<file path="src/rtl/ife_pkg.sv">
package ife_pkg;

  localparam int SRC_W  = 7;
  localparam int DATA_W = SRC_W + 1;

  typedef logic [SRC_W-1:0]  src_vec_t;
  typedef logic [DATA_W-1:0] bus_byte_t;

  // Enable update: top bit of the write chooses set or clear of the selected ones
  function automatic src_vec_t en_next(input src_vec_t cur, input bus_byte_t wd);
    src_vec_t sel;
    sel = wd[SRC_W-1:0];
    if (wd[DATA_W-1]) return cur | sel;
    else              return cur & ~sel;
  endfunction

  // Number of mask bits below position pos: index of a level input for that bit
  function automatic int count_below(input src_vec_t mask, input int pos);
    int n;
    n = 0;
    for (int k = 0; k < SRC_W; k++)
      if (k < pos && mask[k]) n++;
    return n;
  endfunction

  // Flag register view: summary bit over pending-and-enabled
  function automatic bus_byte_t flag_view(input src_vec_t flags, input src_vec_t en);
    return {|(flags & en), flags};
  endfunction

  // Enable register view: top bit reads as one
  function automatic bus_byte_t en_view(input src_vec_t en);
    return {1'b1, en};
  endfunction

endpackage

</file>
<file path="src/rtl/ife_decode.sv">
module ife_decode #(
  parameter int ADDR_W   = 4,
  parameter int FLAG_OFS = 13,
  parameter int EN_OFS   = 14
) (
  input  logic [ADDR_W-1:0] addr,
  input  logic              wr,
  input  logic              rd,
  output logic              flag_wr,
  output logic              en_wr,
  output logic              flag_rd,
  output logic              en_rd
);
  localparam logic [ADDR_W-1:0] FLAG_A = ADDR_W'(FLAG_OFS);
  localparam logic [ADDR_W-1:0] EN_A   = ADDR_W'(EN_OFS);

  logic hit_flag, hit_en;

  assign hit_flag = (addr == FLAG_A);
  assign hit_en   = (addr == EN_A);
  assign flag_wr  = wr & hit_flag;
  assign en_wr    = wr & hit_en;
  assign flag_rd  = rd & hit_flag;
  assign en_rd    = rd & hit_en;
endmodule

</file>
<file path="src/rtl/ife_flag_cell.sv">
module ife_flag_cell #(
  parameter bit LEVEL = 1'b0
) (
  input  logic clk,
  input  logic rst_n,
  input  logic set_p,
  input  logic clr_p,
  input  logic lvl,
  output logic q
);
  logic d;

  // Event flag: set dominates clear; level flag: follows its input
  assign d = LEVEL ? lvl : (set_p | (q & ~clr_p));

  always_ff @(posedge clk or negedge rst_n) begin
    if (!rst_n) q <= 1'b0;
    else        q <= d;
  end
endmodule

</file>
<file path="src/rtl/ife_enable_reg.sv">
module ife_enable_reg
  import ife_pkg::*;
(
  input  logic      clk,
  input  logic      rst_n,
  input  logic      wr,
  input  bus_byte_t wdata,
  output src_vec_t  en
);
  always_ff @(posedge clk or negedge rst_n) begin
    if (!rst_n)  en <= '0;
    else if (wr) en <= en_next(en, wdata);
  end
endmodule

</file>
<file path="src/rtl/ife_unit.sv">
module ife_unit
  import ife_pkg::*;
#(
  parameter int ADDR_W   = 4,
  parameter int FLAG_OFS = 13,
  parameter int EN_OFS   = 14,
  parameter int T1_BIT   = 6,
  parameter int T2_BIT   = 5,
  parameter int SR_BIT   = 2
) (
  input  logic              clk,
  input  logic              rst_n,
  input  logic [ADDR_W-1:0] bus_addr,
  input  logic              bus_wr,
  input  logic              bus_rd,
  input  logic [7:0]        bus_wdata,
  output logic [7:0]        bus_rdata,
  input  logic              t1_expire,
  input  logic              t2_expire,
  input  logic              sr_done,
  input  logic              t1_lo_read,
  input  logic              t2_lo_read,
  input  logic              sr_read,
  input  logic [3:0]        ext_lvl,
  output logic              irq
);
  localparam src_vec_t EVT_MASK = src_vec_t'((1 << T1_BIT) | (1 << T2_BIT) | (1 << SR_BIT));
  localparam src_vec_t LVL_MASK = ~EVT_MASK;

  logic     flag_wr, en_wr, flag_rd, en_rd;
  src_vec_t evt_set, strobe_clr, w1c_clr, flags_q, en_q, pend;

  ife_decode #(.ADDR_W(ADDR_W), .FLAG_OFS(FLAG_OFS), .EN_OFS(EN_OFS)) u_dec (
    .addr(bus_addr), .wr(bus_wr), .rd(bus_rd),
    .flag_wr(flag_wr), .en_wr(en_wr), .flag_rd(flag_rd), .en_rd(en_rd)
  );

  always_comb begin
    evt_set = '0;
    evt_set[T1_BIT] = t1_expire;
    evt_set[T2_BIT] = t2_expire;
    evt_set[SR_BIT] = sr_done;
    strobe_clr = '0;
    strobe_clr[T1_BIT] = t1_lo_read;
    strobe_clr[T2_BIT] = t2_lo_read;
    strobe_clr[SR_BIT] = sr_read;
  end

  assign w1c_clr = flag_wr ? bus_wdata[SRC_W-1:0] : '0;

  for (genvar i = 0; i < SRC_W; i++) begin : g_flag
    if (LVL_MASK[i]) begin : g_lvl
      localparam int K = count_below(LVL_MASK, i);
      ife_flag_cell #(.LEVEL(1'b1)) u_cell (
        .clk(clk), .rst_n(rst_n), .set_p(1'b0), .clr_p(1'b0),
        .lvl(ext_lvl[K]), .q(flags_q[i])
      );
    end else begin : g_evt
      ife_flag_cell #(.LEVEL(1'b0)) u_cell (
        .clk(clk), .rst_n(rst_n), .set_p(evt_set[i]),
        .clr_p(strobe_clr[i] | w1c_clr[i]), .lvl(1'b0), .q(flags_q[i])
      );
    end
  end

  ife_enable_reg u_en (
    .clk(clk), .rst_n(rst_n), .wr(en_wr), .wdata(bus_wdata), .en(en_q)
  );

  assign pend = flags_q & en_q;
  assign irq  = |pend;

  always_comb begin
    bus_rdata = '0;
    if (flag_rd)    bus_rdata = flag_view(flags_q, en_q);
    else if (en_rd) bus_rdata = en_view(en_q);
  end
endmodule

</file>
<file path="config.mk">
export PLATFORM = sky130hd
export DESIGN_NAME = ife_unit
export DESIGN_NICKNAME = d
export VERILOG_FILES = /design/src/rtl/ife_pkg.sv /design/src/rtl/ife_decode.sv /design/src/rtl/ife_flag_cell.sv /design/src/rtl/ife_enable_reg.sv /design/src/rtl/ife_unit.sv
export SDC_FILE = /design/constraint.sdc
export NUM_CORES = 1
export LEC_CHECK = 0
export BUFFER_PORTS_ARGS = -buffer_cell sky130_fd_sc_hd__buf_2
export CORE_AREA = 2 2 40 49
export CTS_CLUSTER_SIZE = 14
export DETAILED_ROUTE_END_ITERATION = 8
export DIE_AREA = 0 0 42 51
export HOLD_SLACK_MARGIN = 0.1
export PLACE_DENSITY = 0.78
export SYNTH_ARGS = -nofsm -noshare
export SYNTH_HDL_FRONTEND = slang
export SYNTH_SLANG_ARGS = --single-unit
</file>
<file path="constraint.sdc">
create_clock -name clk -period 2.1 [get_ports clk]
set_input_delay 0.21 -clock clk [delete_from_list [all_inputs] [get_ports clk]]
set_output_delay 0.21 -clock clk [all_outputs]
set_load 0.03 [all_outputs]
</file>
# Yosys cells after proc, flatten, opt, wreduce, memory -nomap -nowiden
# Index checks and enable logic that the tools add are counted.
[word_totals]
register_bits = 14
word_cells = 35
out_inout_bits = 9
input_bits = 26
[op_classes]
bitwise_logic = 20
reduce_logical = 1
muxes = 4
eq_ne = 2
[op_table]
columns = ["op", "n"]
rows = [
  ["$mux W8", 2],
  ["$and A7 B7 Y7", 2],
  ["$mux W7", 2],
  ["$eq A4 B4 Y1 const B", 2],
  ["$and A1 B1 Y1", 7],
  ["$not A7 Y7", 1],
  ["$or A7 B7 Y7", 1],
  ["$reduce_or A7 Y1", 1],
  ["$or A1 B1 Y1", 6],
  ["$not A1 Y1", 3],
]

# Depth between registers and ports, before layout
# Gate-level depths: netlist of the first run.
[depth]
depth_word = 7
ltp_mapped = 5
mapped_depth_nobuf = 3

# By module
# Synthesis of the first run repeated with hierarchy kept, for this count alone.
[hier_totals]
cells_unflattened = 65
hier_area_um2 = 681.9
[by_module_without_submodules]
columns = ["module", "seq_area_each_um2", "instances", "area_per_inst_um2", "cells_per_inst"]
rows = [
  ["ife_enable_reg", 175.2, 1, 280.3, 21],
  ["ife_unit", 0.0, 1, 155.1, 23],
  ["ife_flag_cell at g_flag[2].g_evt.u_cell ...", 25.0, 3, 36.3, 3],
  ["ife_flag_cell at g_flag[0].g_lvl.u_cell ...", 25.0, 4, 25.0, 1],
  ["ife_decode", 0.0, 1, 37.5, 8],
]

# Worst setup path before layout of the first run
# Ideal clock, no wire load.
[synth_timing]
path_type = "register -> output"
start = "register g_flag[4].g_lvl.u_cell.q"
end = "output bus_rdata[7]"
path_buffers = 0
path_stages_with_launch = 4
arrival_ns = 1.369
t_required_ns = 1.890
path_slack_ns = 0.521
cell_sequence = "dfrtp_1 > a222oi_1 > nand3_1 > a21o_1"
[synth_between]
elab_chain_cells = 3
[synth_rtl]
columns = ["element", "line_no", "source"]
rows = [
  ["start: declaration", "ife_flag_cell.sv:9", "output logic q"],
  ["start signal: assignment", "ife_flag_cell.sv:17", "if (!rst_n) q <= 1'b0;"],
  ["start signal: assignment", "ife_flag_cell.sv:18", "else q <= d;"],
  ["$and A7 B7 Y7", "--", ""],
  ["$reduce_or A7 Y1", "--", ""],
  ["via irq", "ife_unit.sv:25", "output logic irq"],
  ["$mux W8", "ife_unit.sv:75", "if (flag_rd) bus_rdata = flag_view(flags_q, en_q);"],
  ["end: declaration", "ife_unit.sv:17", "output logic [7:0] bus_rdata,"],
]
# The timed path passes the listed nets, and every way through them passes these cells.

==> flow_summary_export.csv, run 1 <==
group,metric,value,unit
layout,final_nets,125,
clock_tree,worstSkewPairLatency,0.29,ns
layout,area_delta_synth_final,30.79,%
clock_tree,clkSlewWorstSetupHoldPaths,0.09,ns
detailed_routing,firstDrtPassIters,4,
setup_path,cp.required,1.89,ns
setup_path,path_class,"flip-flop to primary output",
sta,setup-tns-final,0,ns
yosys,synth_most_common_cell,"dfrtp_1",
clock_tree,cts_tree,"done",
floorplanning,coreArea,1723,um2
clock_tree,numCtsBuffers,3,
clock_tree,cts-resized-gates,0,
sta,fin_ws,0.3369,ns
floorplanning,fp.dieH,51,um
detailed_routing,drtIter0Drc,9,
yosys,synth-edff-count,0,
run_status,outcome,"finished, final reports clean",
placement,pre_cts_ws,0.4205,ns
yosys,synthArstFlopShare,1.000,
layout,antennaDiodeCount,0,
detailed_routing,post_drt_wl_per_cell,14.50,um
floorplanning,initial_core_util,0.4386,
sta,slew_violations,0,
yosys,netlist_area,755.7,um2
detailed_routing,drc,0,
clock_tree,cts_root_buf,"clkbuf_4",
floorplanning,ios,35,
job,cap_violations,0,
layout,drive_gt1_frac,0.4898,
sta,worst_pin_slew,0.5815,ns
detailed_routing,vias,647,
worst_hold_path,min_to,"g_flag[5].g_evt.u_cell.q",
yosys,ys_types,17,
power,p_per_area,665.9,nW/um2
sta,fin_crit,1.763,ns
worst_hold_path,hold_start,"t2_expire",
power,ir_drop,0.3796,mV
yosys,synthDominantCellAreaShare,0.4636,
yosys,ys_seq_area_frac,0.4636,
floorplanning,die_w,42,um
layout,register_area,350.3,um2
yosys,synthTopCellsByCount,"dfrtp_1 (14), a22o_1 (7), mux2_1 (7), nand3_2 (7), nand3_1 (5)",
yosys,synth_area_leaders,"dfrtp_1 (46%), mux2_1 (10%), nand3_2 (9.3%)",
setup_path,cp_data_arrival_time,1.55,ns
setup_path,r2r_slack,1.28,ns
placement,dp_hpwl,1287,um
clock_tree,h-tree-depth,1,
placement,place.port_buffers,34,
worst_hold_path,hold_depth,2,
setup_path,reg2reg_depth,1,
global_routing,grt_pass1_wl,2766,um
sta,rsz0062_at_grt,"no",
floorplanning,die_area,2142,um2
placement,place.gp.congestion,0.7347,
clock_tree,clock_sinks,14,
power,p_leak,0.4852,nW
yosys,synth.ff_latch_count,14,
floorplanning,rows,17,
detailed_routing,ant_nets,0,
yosys,synth_cells,59,
sta,period_share,0.8396,
layout,multi_input_area,346.6,um2
worst_hold_path,hold_path_class,"input pin to flip-flop",
sta,max-slew-margin-rel,0.6115,
global_routing,grt_max_degree,15,
sta,hold_viol,0,
sta,setup_viol,0,
setup_path,setup.worst_path.start_class,"flip-flop",
global_routing,grtUsageTotal,0.1766,
sta,finalClockSkew,0,ns
yosys,ys_warn_count,0,
yosys,synth_area_per_cell,12.81,um2
setup_path,timing.critical_path.to_type,"primary output",
layout,nFillCells,157,
global_routing,grt_pass1_vias,637,
yosys,synth_top_area_cell,"dfrtp_1",
detailed_routing,avgViaCountPerCell,5.530,
clock_tree,clockBufferDepth,2,
yosys,syn-num-nets,85,
global_routing,grt.overflow.total,0,
setup_path,worst-path-max-fanout,3,
detailed_routing,wirelength,1697,um
yosys,synth-main-ff-cell,"dfrtp_1",
sta,fmax,567.2,MHz
global_routing,antenna_found_initial,0,
==> report_power, final <==
group | internal [mW] | switching, mW
Clock | 0.106 | 0.0926
Combinational | 0.0633 | 0.0671
Sequential | 0.304 | 0.0257
==> critical path, cell delays in order, from the launching register on <==
cell,delay (ns)
dfrtp_1,0.41
a222oi_1,0.34
nand3_1,0.15
a21o_1,0.19
buf_2,0.17
==> routing by layer <==
| layer | up-vias | GRT usage | routed length (um) |
|---|---|---|---|
| met1 | 316 | 0.1896 | 667 |
| met5 | - | 0 | 0 |
| met3 | 6 | 0.02827 | 93 |
| met2 | 23 | 0.3177 | 893 |
| li1 | 302 | - | - |
| met4 | 0 | 0.1129 | 42 |
==> worst max path at each step <==
stage | from | end | slack, ns | cells past startpoint
2_1_floorplan | g_flag[4].g_lvl.u_cell.q | bus_rdata[7] | 0.52 | 3
3_3_place_gp | bus_addr[1] | bus_rdata[4] | 0.47 | 5
3_5_place_dp | bus_addr[1] | bus_rdata[6] | 0.42 | 5
4_1_cts | flip-flop | bus_rdata[7] | 0.33 | 4
5_1_grt | flip-flop | bus_rdata[7] | 0.27 | 4
6_report | flip-flop | bus_rdata[7] | 0.34 | 4
==> layout make-up <==
class	count	area share
Tap cell	19	0.02405
Timing Repair Buffer	39	0.2228
Multi-Input combinational cell	38	0.3506
Sequential cell	14	0.3544
Clock buffer	4	0.03671
Inverter	3	0.01139
==> repair_timing <==
action | in CTS | in global routing
buffers inserted | 0 | 0
hold buffers | 5 | 0
endpoints found under the hold margin | 18 | 0
==> cell usage in the layout (no fill, tap or decap), types with 3 or more instances in the layout <==
cell,Yosys,layout
dfrtp_1,14,14
nand3_1,5,5
a22o_1,7,7
a31o_1,3,3
dlygate4sd3_1,0,5
mux2_1,7,7
inv_1,3,3
clkbuf_4,0,3
nand3_2,7,7
buf_2,1,34
==> cell families after synthesis <==
family,count (synthesis),share of synthesized area
and+or+nand+nor,17,0.1954
AOI/OAI and AO/OA,14,0.1589
DFF,14,0.4636
muxes,7,0.1043
buffers and inverters,7,0.07781
==> stage by stage <==
stage	total power, mW	cells	utilization	hold WS (ns)	area, um2
5_1_grt	0.6912	117	0.5737	0.1003	988.4
4_1_cts	0.6644	117	0.5737	0.1005	988.4
2_1_floorplan	0.4083	59	-	-0.08559	755.7
3_5_place_dp	0.4598	108	0.5236	0.1200	902.1
3_3_place_gp	0.4531	108	0.5236	0.1151	902.1
6_report	0.6582	117	0.5737	0.1054	988.4
Power figures use the tool's default switching activity.
==> run 2: changes to the inputs <==
- ABC_AREA: unset -> 1
- CORE_AREA: 2 2 40 49 -> 2 2 43 53
- DIE_AREA: 0 0 42 51 -> 0 0 45 55
- PLACE_DENSITY: 0.78 -> 0.72
- clock period: 2.1 -> 1.51 ns (I/O delays scaled with it)
==> run 2 against run 1 <==
Global-route usage shrank 1.1 points. Cell area grew 5.6%. Synthesized cell count grew 85%. Clock power grew 2%. Area after synthesis grew 4.0%. Power grew 31%. Sequential cell count is the same. Core utilization shrank 4.7 points. Register-to-register slack lost 0.46 ns. Largest cell class is now multi-input combinational cells.
==> flow_summary_export.csv, run 2 <==
group,metric,value,unit
clock_tree,worstSkewPairLatency,0.27,ns
floorplanning,rows,18,
yosys,synth_area_leaders,"dfrtp_1 (45%), nand2_1 (21%), nand3_1 (11%)",
sta,fin_hold_ws,0.1114,ns
yosys,synthDominantCellAreaShare,0.4459,
floorplanning,die_area,2475,um2
yosys,synthArstFlopShare,1.000,
yosys,synth.ff_latch_count,14,
setup_path,timing.critical_path.to_type,"primary output",
yosys,synth_cells,109,
clock_tree,clockBufferDepth,2,
clock_tree,clock_sinks,14,
clock_tree,cts_tree,"done",
sta,period_share,0.9163,
yosys,ys_seq_area_frac,0.4459,
job,cap_violations,0,
power,ir_drop,0.5178,mV
global_routing,grt_pass1_wl,3036,um
global_routing,grt_max_degree,23,
sta,setup-tns-final,0,ns
global_routing,grtUsageTotal,0.1660,
yosys,synth-edff-count,0,
sta,fmax,722.8,MHz
layout,final_common_cell,"nand2_1",
power,p_per_area,825.5,nW/um2
sta,max-slew-margin-rel,0.7007,
clock_tree,cts-resized-gates,0,
sta,setup_viol,0,
detailed_routing,drtIter0Drc,23,
floorplanning,fp.dieH,55,um
layout,area_delta_synth_final,32.80,%
placement,place.gp.congestion,0.7928,
layout,final_nets,177,
global_routing,grt_pass1_vias,736,
setup_path,cp.required,1.36,ns
layout,antennaDiodeCount,0,
yosys,netlist_area,785.8,um2
yosys,ys_warn_count,0,
power,p_leak,0.6011,nW
detailed_routing,drc,0,
layout,final_cell_mix,"nand2_1 (44), buf_2 (34), nand3_1 (17)",
yosys,synth-main-ff-cell,"dfrtp_1",
clock_tree,numCtsBuffers,3,
clock_tree,h-tree-depth,1,
sta,fin_crit,1.384,ns
yosys,ys_types,14,
detailed_routing,firstDrtPassIters,4,
sta,rsz0062_at_grt,"no",
placement,place.port_buffers,34,
sta,fin_ws,0.1264,ns
yosys,synth_most_common_cell,"nand2_1",
placement,pre_cts_ws,0.1891,ns
placement,dp_hpwl,1377,um
global_routing,grt.overflow.total,0,
global_routing,antenna_found_initial,0,
setup_path,worst-path-max-fanout,3,
clock_tree,cts_root_buf,"clkbuf_4",
run_status,outcome,"finished, final reports clean",
detailed_routing,ant_nets,0,
floorplanning,coreArea,1982,um2
sta,worst_pin_slew,0.4479,ns
yosys,synth_top_area_cell,"dfrtp_1",
placement,dpl_cell_area,940.9,um2
worst_hold_path,hold_path_class,"input pin to flip-flop",
detailed_routing,avgViaCountPerCell,4.888,
sta,finalClockSkew,0,ns
yosys,synthTopCellsByCount,"nand2_1 (44), nand3_1 (17), dfrtp_1 (14)",
detailed_routing,post_drt_wl_per_cell,11.01,um
floorplanning,initial_core_util,0.3965,
floorplanning,die_w,45,um
setup_path,cp_data_arrival_time,1.23,ns
layout,drive_gt1_frac,0.2819,
setup_path,setup.worst_path.start_class,"flip-flop",
detailed_routing,vias,826,
yosys,synth_area_per_cell,7.209,um2
floorplanning,ios,35,
layout,stdcell_area,1044,um2
detailed_routing,wirelength,1861,um
clock_tree,clkSlewWorstSetupHoldPaths,0.08,ns
yosys,syn-num-nets,135,
setup_path,path_class,"flip-flop to primary output",
sta,hold_viol,0,
sta,slew_violations,0,
[run 2: final timing paths]
kind                                          start                  endpoint  slack (ns)  cells past startpoint
max                                       flip-flop              bus_rdata[7]        0.13                      7
min                                         sr_read  g_flag[2].g_evt.u_cell.q        0.11                      4
max reg2reg                g_flag[2].g_evt.u_cell.q  g_flag[2].g_evt.u_cell.q        0.82                      4
min reg2reg                               flip-flop                 flip-flop        0.50                      2
max in group asynchronous                     rst_n  g_flag[1].g_lvl.u_cell.q        0.98                      2
min in group asynchronous                     rst_n  g_flag[3].g_lvl.u_cell.q        0.30                      2
[run 2: final cells by class]
class / count / area [um2]
Tap cell: 20 / 25.02
Clock buffer: 3 / 22.52
Fill cell: 201 / 938.4
Timing Repair Buffer: 42 / 250.2
Multi-Input combinational cell: 80 / 357.8
Sequential cell: 14 / 350.3
Inverter: 10 / 37.54
[run 2: routing by layer]
| layer | up-vias | track usage | routed length [um] |
|---|---|---|---|
| li1 | 428 | - | - |
| met1 | 378 | 0.2154 | 865 |
| met2 | 18 | 0.2762 | 896 |
| met3 | 2 | 0.02922 | 84 |
| met4 | 0 | 0.05882 | 14 |
| met5 | - | 0 | 0 |
[run 2: cells by family (layout without fill, tap and decap cells)]
family / after synthesis / in the layout / synth area share
simple gates: 77 / 77 / 0.4363
buf+inv: 15 / 55 / 0.09872
flops: 14 / 14 / 0.4459
compound gates: 3 / 3 / 0.01910
[run 2: through the flow]
stage	total power, mW	utilization	cells
finish	0.8614	0.5265	169
global route	0.9186	0.5265	169
CTS	0.8714	0.5265	169
detailed placement	0.6514	0.4747	158
global placement	0.6432	0.4747	158
floorplan	0.5756	-	109
[run 2: power by group]
| part | internal (mW) | total, mW | leakage (nW) | switching [mW] |
|---|---|---|---|---|
| clock | 0.0922 | 0.202 | 0.0138 | 0.110 |
| combinational | 0.0820 | 0.206 | 0.418 | 0.124 |
| sequential | 0.420 | 0.453 | 0.170 | 0.0325 |
| total | 0.595 | 0.861 | 0.601 | 0.267 |
[run 2: critical path: stages, from the launching register on]
cell	delay [ns]
dfrtp_1	0.40
nand2_1	0.07
nand2_1	0.06
nor2_1	0.10
nand2_1	0.07
nand2_1	0.06
nand2_1	0.04
buf_2	0.17
[run 2: timing repair]
action / CTS / global route
buffers inserted: 0 / 0
endpoints found under the setup margin: 0 / 0
hold buffers: 8 / 0
endpoints found under the hold margin: 21 / 0
==> run 3: changes to the inputs <==
==> constraint.sdc (replaced) <==
create_clock -name clk -period 1.51 [get_ports clk]
set_input_delay 0.0755 -clock clk [delete_from_list [all_inputs] [get_ports clk]]
set_output_delay 0.0755 -clock clk [all_outputs]
set_load 0.03 [all_outputs]
==> run 3 against run 2 <==
Via count rose by 6.2%. Power rose by 2.7%. Non-clock buffer count rose by 10. Worst hold slack improved by 0.029 ns. Critical path depth fell by 1. Final cell count rose by 5.9%. Combinational power rose by 11%. Sequential power barely moved. Clock-buffer cell count did not move. Sequential cell count did not move. Critical endpoint is now g_flag[6].g_evt.u_cell.q.
==> flow_summary_export.csv, run 3 (synthesis gave the netlist of run 2 again) <==
group,metric,value,unit
run_status,outcome,"finished, final reports clean",
setup_path,crit_family,"buffers and inverters",
job,cap_violations,0,
layout,nFillCells,189,
placement,pre_cts_ws,0.3401,ns
sta,finalClockSkew,0,ns
power,combPwrFrac,0.258,
setup_path,cp_slowest_cell,"dlygate4sd3_1",
detailed_routing,avgViaCountPerCell,4.899,
layout,area_delta_synth_final,45.54,%
clock_tree,clock_sinks,14,
sta,setup_viol,0,
global_routing,antenna_found_initial,0,
sta,fmax,762.6,MHz
clock_tree,cts_root_buf,"clkbuf_4",
layout,final_common_cell,"nand2_1",
floorplanning,die_area,2475,um2
sta,fin_crit,1.311,ns
power,p_int,0.6132,mW
sta,max-slew-margin-rel,0.7023,
worst_hold_path,hold_start,"bus_wdata[7]",
sta,hold_viol,0,
sta,setup-tns-final,0,ns
power,power_switching,0.2715,mW
sta,rsz0062_at_grt,"no",
detailed_routing,wirelength,1966,um
floorplanning,coreArea,1982,um2
setup_path,crit_chain,"dlygate4sd3_1 -> buf_2 -> nand3_1 -> nand2_1 -> nand2_1 -> dlygate4sd3_1",
clock_tree,h-tree-depth,1,
setup_path,worst-path-max-fanout,3,
global_routing,grt.overflow.total,0,
placement,place.gp.congestion,0.7927,
sta,period_share,0.8685,
clock_tree,worstSkewPairLatency,0.27,ns
clock_tree,cts-resized-gates,0,
layout,antennaDiodeCount,0,
detailed_routing,firstDrtPassIters,4,
floorplanning,ios,35,
layout,final_nets,187,
global_routing,grt_pass1_vias,775,
clock_tree,numCtsBuffers,3,
clock_tree,clockBufferDepth,2,
global_routing,grtUsageTotal,0.1762,
layout,register_area,350.3,um2
setup_path,r2r-start,"g_flag[6].g_evt.u_cell.q",
setup_path,timing.critical_path.buf_inv,3,
sta,worst_pin_slew,0.4455,ns
power,p_per_area,773.7,nW/um2
power,p_leak,0.6400,nW
layout,final_cell_mix,"nand2_1 (44), buf_2 (34), dlygate4sd3_1 (18)",
setup_path,startpoint,"bus_wdata[6]",
layout,multi_input_area,357.8,um2
floorplanning,rows,18,
global_routing,grt_pass1_wl,3229,um
clock_tree,clkSlewWorstSetupHoldPaths,0.08,ns
setup_path,timing.critical_path.to_type,"flip-flop",
sta,fin_ws,0.1986,ns
detailed_routing,drc,0,
power,switching_share,0.3069,
floorplanning,fp.dieH,55,um
setup_path,setup.worst_path.start_class,"input pin",
sta,slew_violations,0,
power,pwr-share-seq,0.512,
detailed_routing,drtIter0Drc,27,
clock_tree,cts_tree,"done",
detailed_routing,ant_nets,0,
power,ir_drop,0.5193,mV
worst_hold_path,hold_path_class,"input pin to flip-flop",
placement,place.port_buffers,34,
layout,drive_gt1_frac,0.2642,
global_routing,grt_max_degree,23,
setup_path,cp_data_arrival_time,1.47,ns
detailed_routing,post_drt_wl_per_cell,10.98,um
floorplanning,die_w,45,um
placement,dp_hpwl,1377,um
setup_path,path_class,"input pin to flip-flop",
setup_path,slowest_delay,0.55,ns
floorplanning,initial_core_util,0.3965,
power,pwr-share-clk,0.230,
setup_path,cp.required,1.67,ns
detailed_routing,vias,877,
[run 3: cell count changes in the layout (fill, tap and decap cells not counted)]
| cell | delta |
|---|---|
| dlygate4sd3_1 | +10 |
[run 3: worst paths after layout]
| kind | to | slack, ns | cells past startpoint |
|---|---|---|---|
| worst max-delay path | g_flag[6].g_evt.u_cell.q | 0.20 | 6 |
| max in group asynchronous | asynchronous set/reset pin | 1.05 | 2 |
| min in group asynchronous | g_flag[3].g_lvl.u_cell.q | 0.22 | 2 |
| worst max register to register | g_flag[6].g_evt.u_cell.q | 0.26 | 5 |
| worst min-delay path | flip-flop | 0.14 | 3 |
| worst min register to register | flip-flop | 0.50 | 2 |
[run 3: metrics by stage]
step | hold slack, ns | cells | area, um2 | power [mW] | util
CTS | 0.1272 | 179 | 1144 | 0.8928 | 0.5770
floorplan | -0.2201 | 109 | 785.8 | 0.5756 | -
global route | 0.1255 | 179 | 1144 | 0.9433 | 0.5770
global placement | -0.01201 | 158 | 940.9 | 0.6432 | 0.4747
finish | 0.1408 | 179 | 1144 | 0.8847 | 0.5770
detailed placement | -0.01093 | 158 | 940.9 | 0.6514 | 0.4747
[run 3: power by group through the flow]
stage          clock [mW]  combinational, mW  sequential, mW
2_1_floorplan           0              0.124           0.452
3_3_place_gp            0              0.185           0.458
3_5_place_dp            0              0.192           0.460
4_1_cts             0.211              0.229           0.453
5_1_grt             0.222              0.260           0.462
6_report            0.203              0.228           0.453
[run 3: worst min-delay path, stage by stage]
cell	delay, ns
buf_2	0.15
nand4_1	0.10
nand2_1	0.05
[run 3: per-layer routing]
layer  track usage  routed length, um  up-vias  part of all wire
li1              -                  -      449                 -
met1        0.2297                856      404              0.44
met2        0.2952               1003       22              0.51
met3       0.02922                 91        2             0.046
met4       0.05882                 14        0            0.0071
met5             0                  0        -                 0
[run 3: cell type report]
cell class | count | share of cell area
multi-input combinational | 80 | 0.3129
clock buffer | 3 | 0.01969
sequential | 14 | 0.3063
timing repair buffer | 52 | 0.3063
inverter | 10 | 0.03282
tap | 20 | 0.02188
[run 3: repair_timing]
item	4_1_cts	5_1_grt
setup buffers	0	0
hold endpoints to repair	28	0
hold buffers	18	0
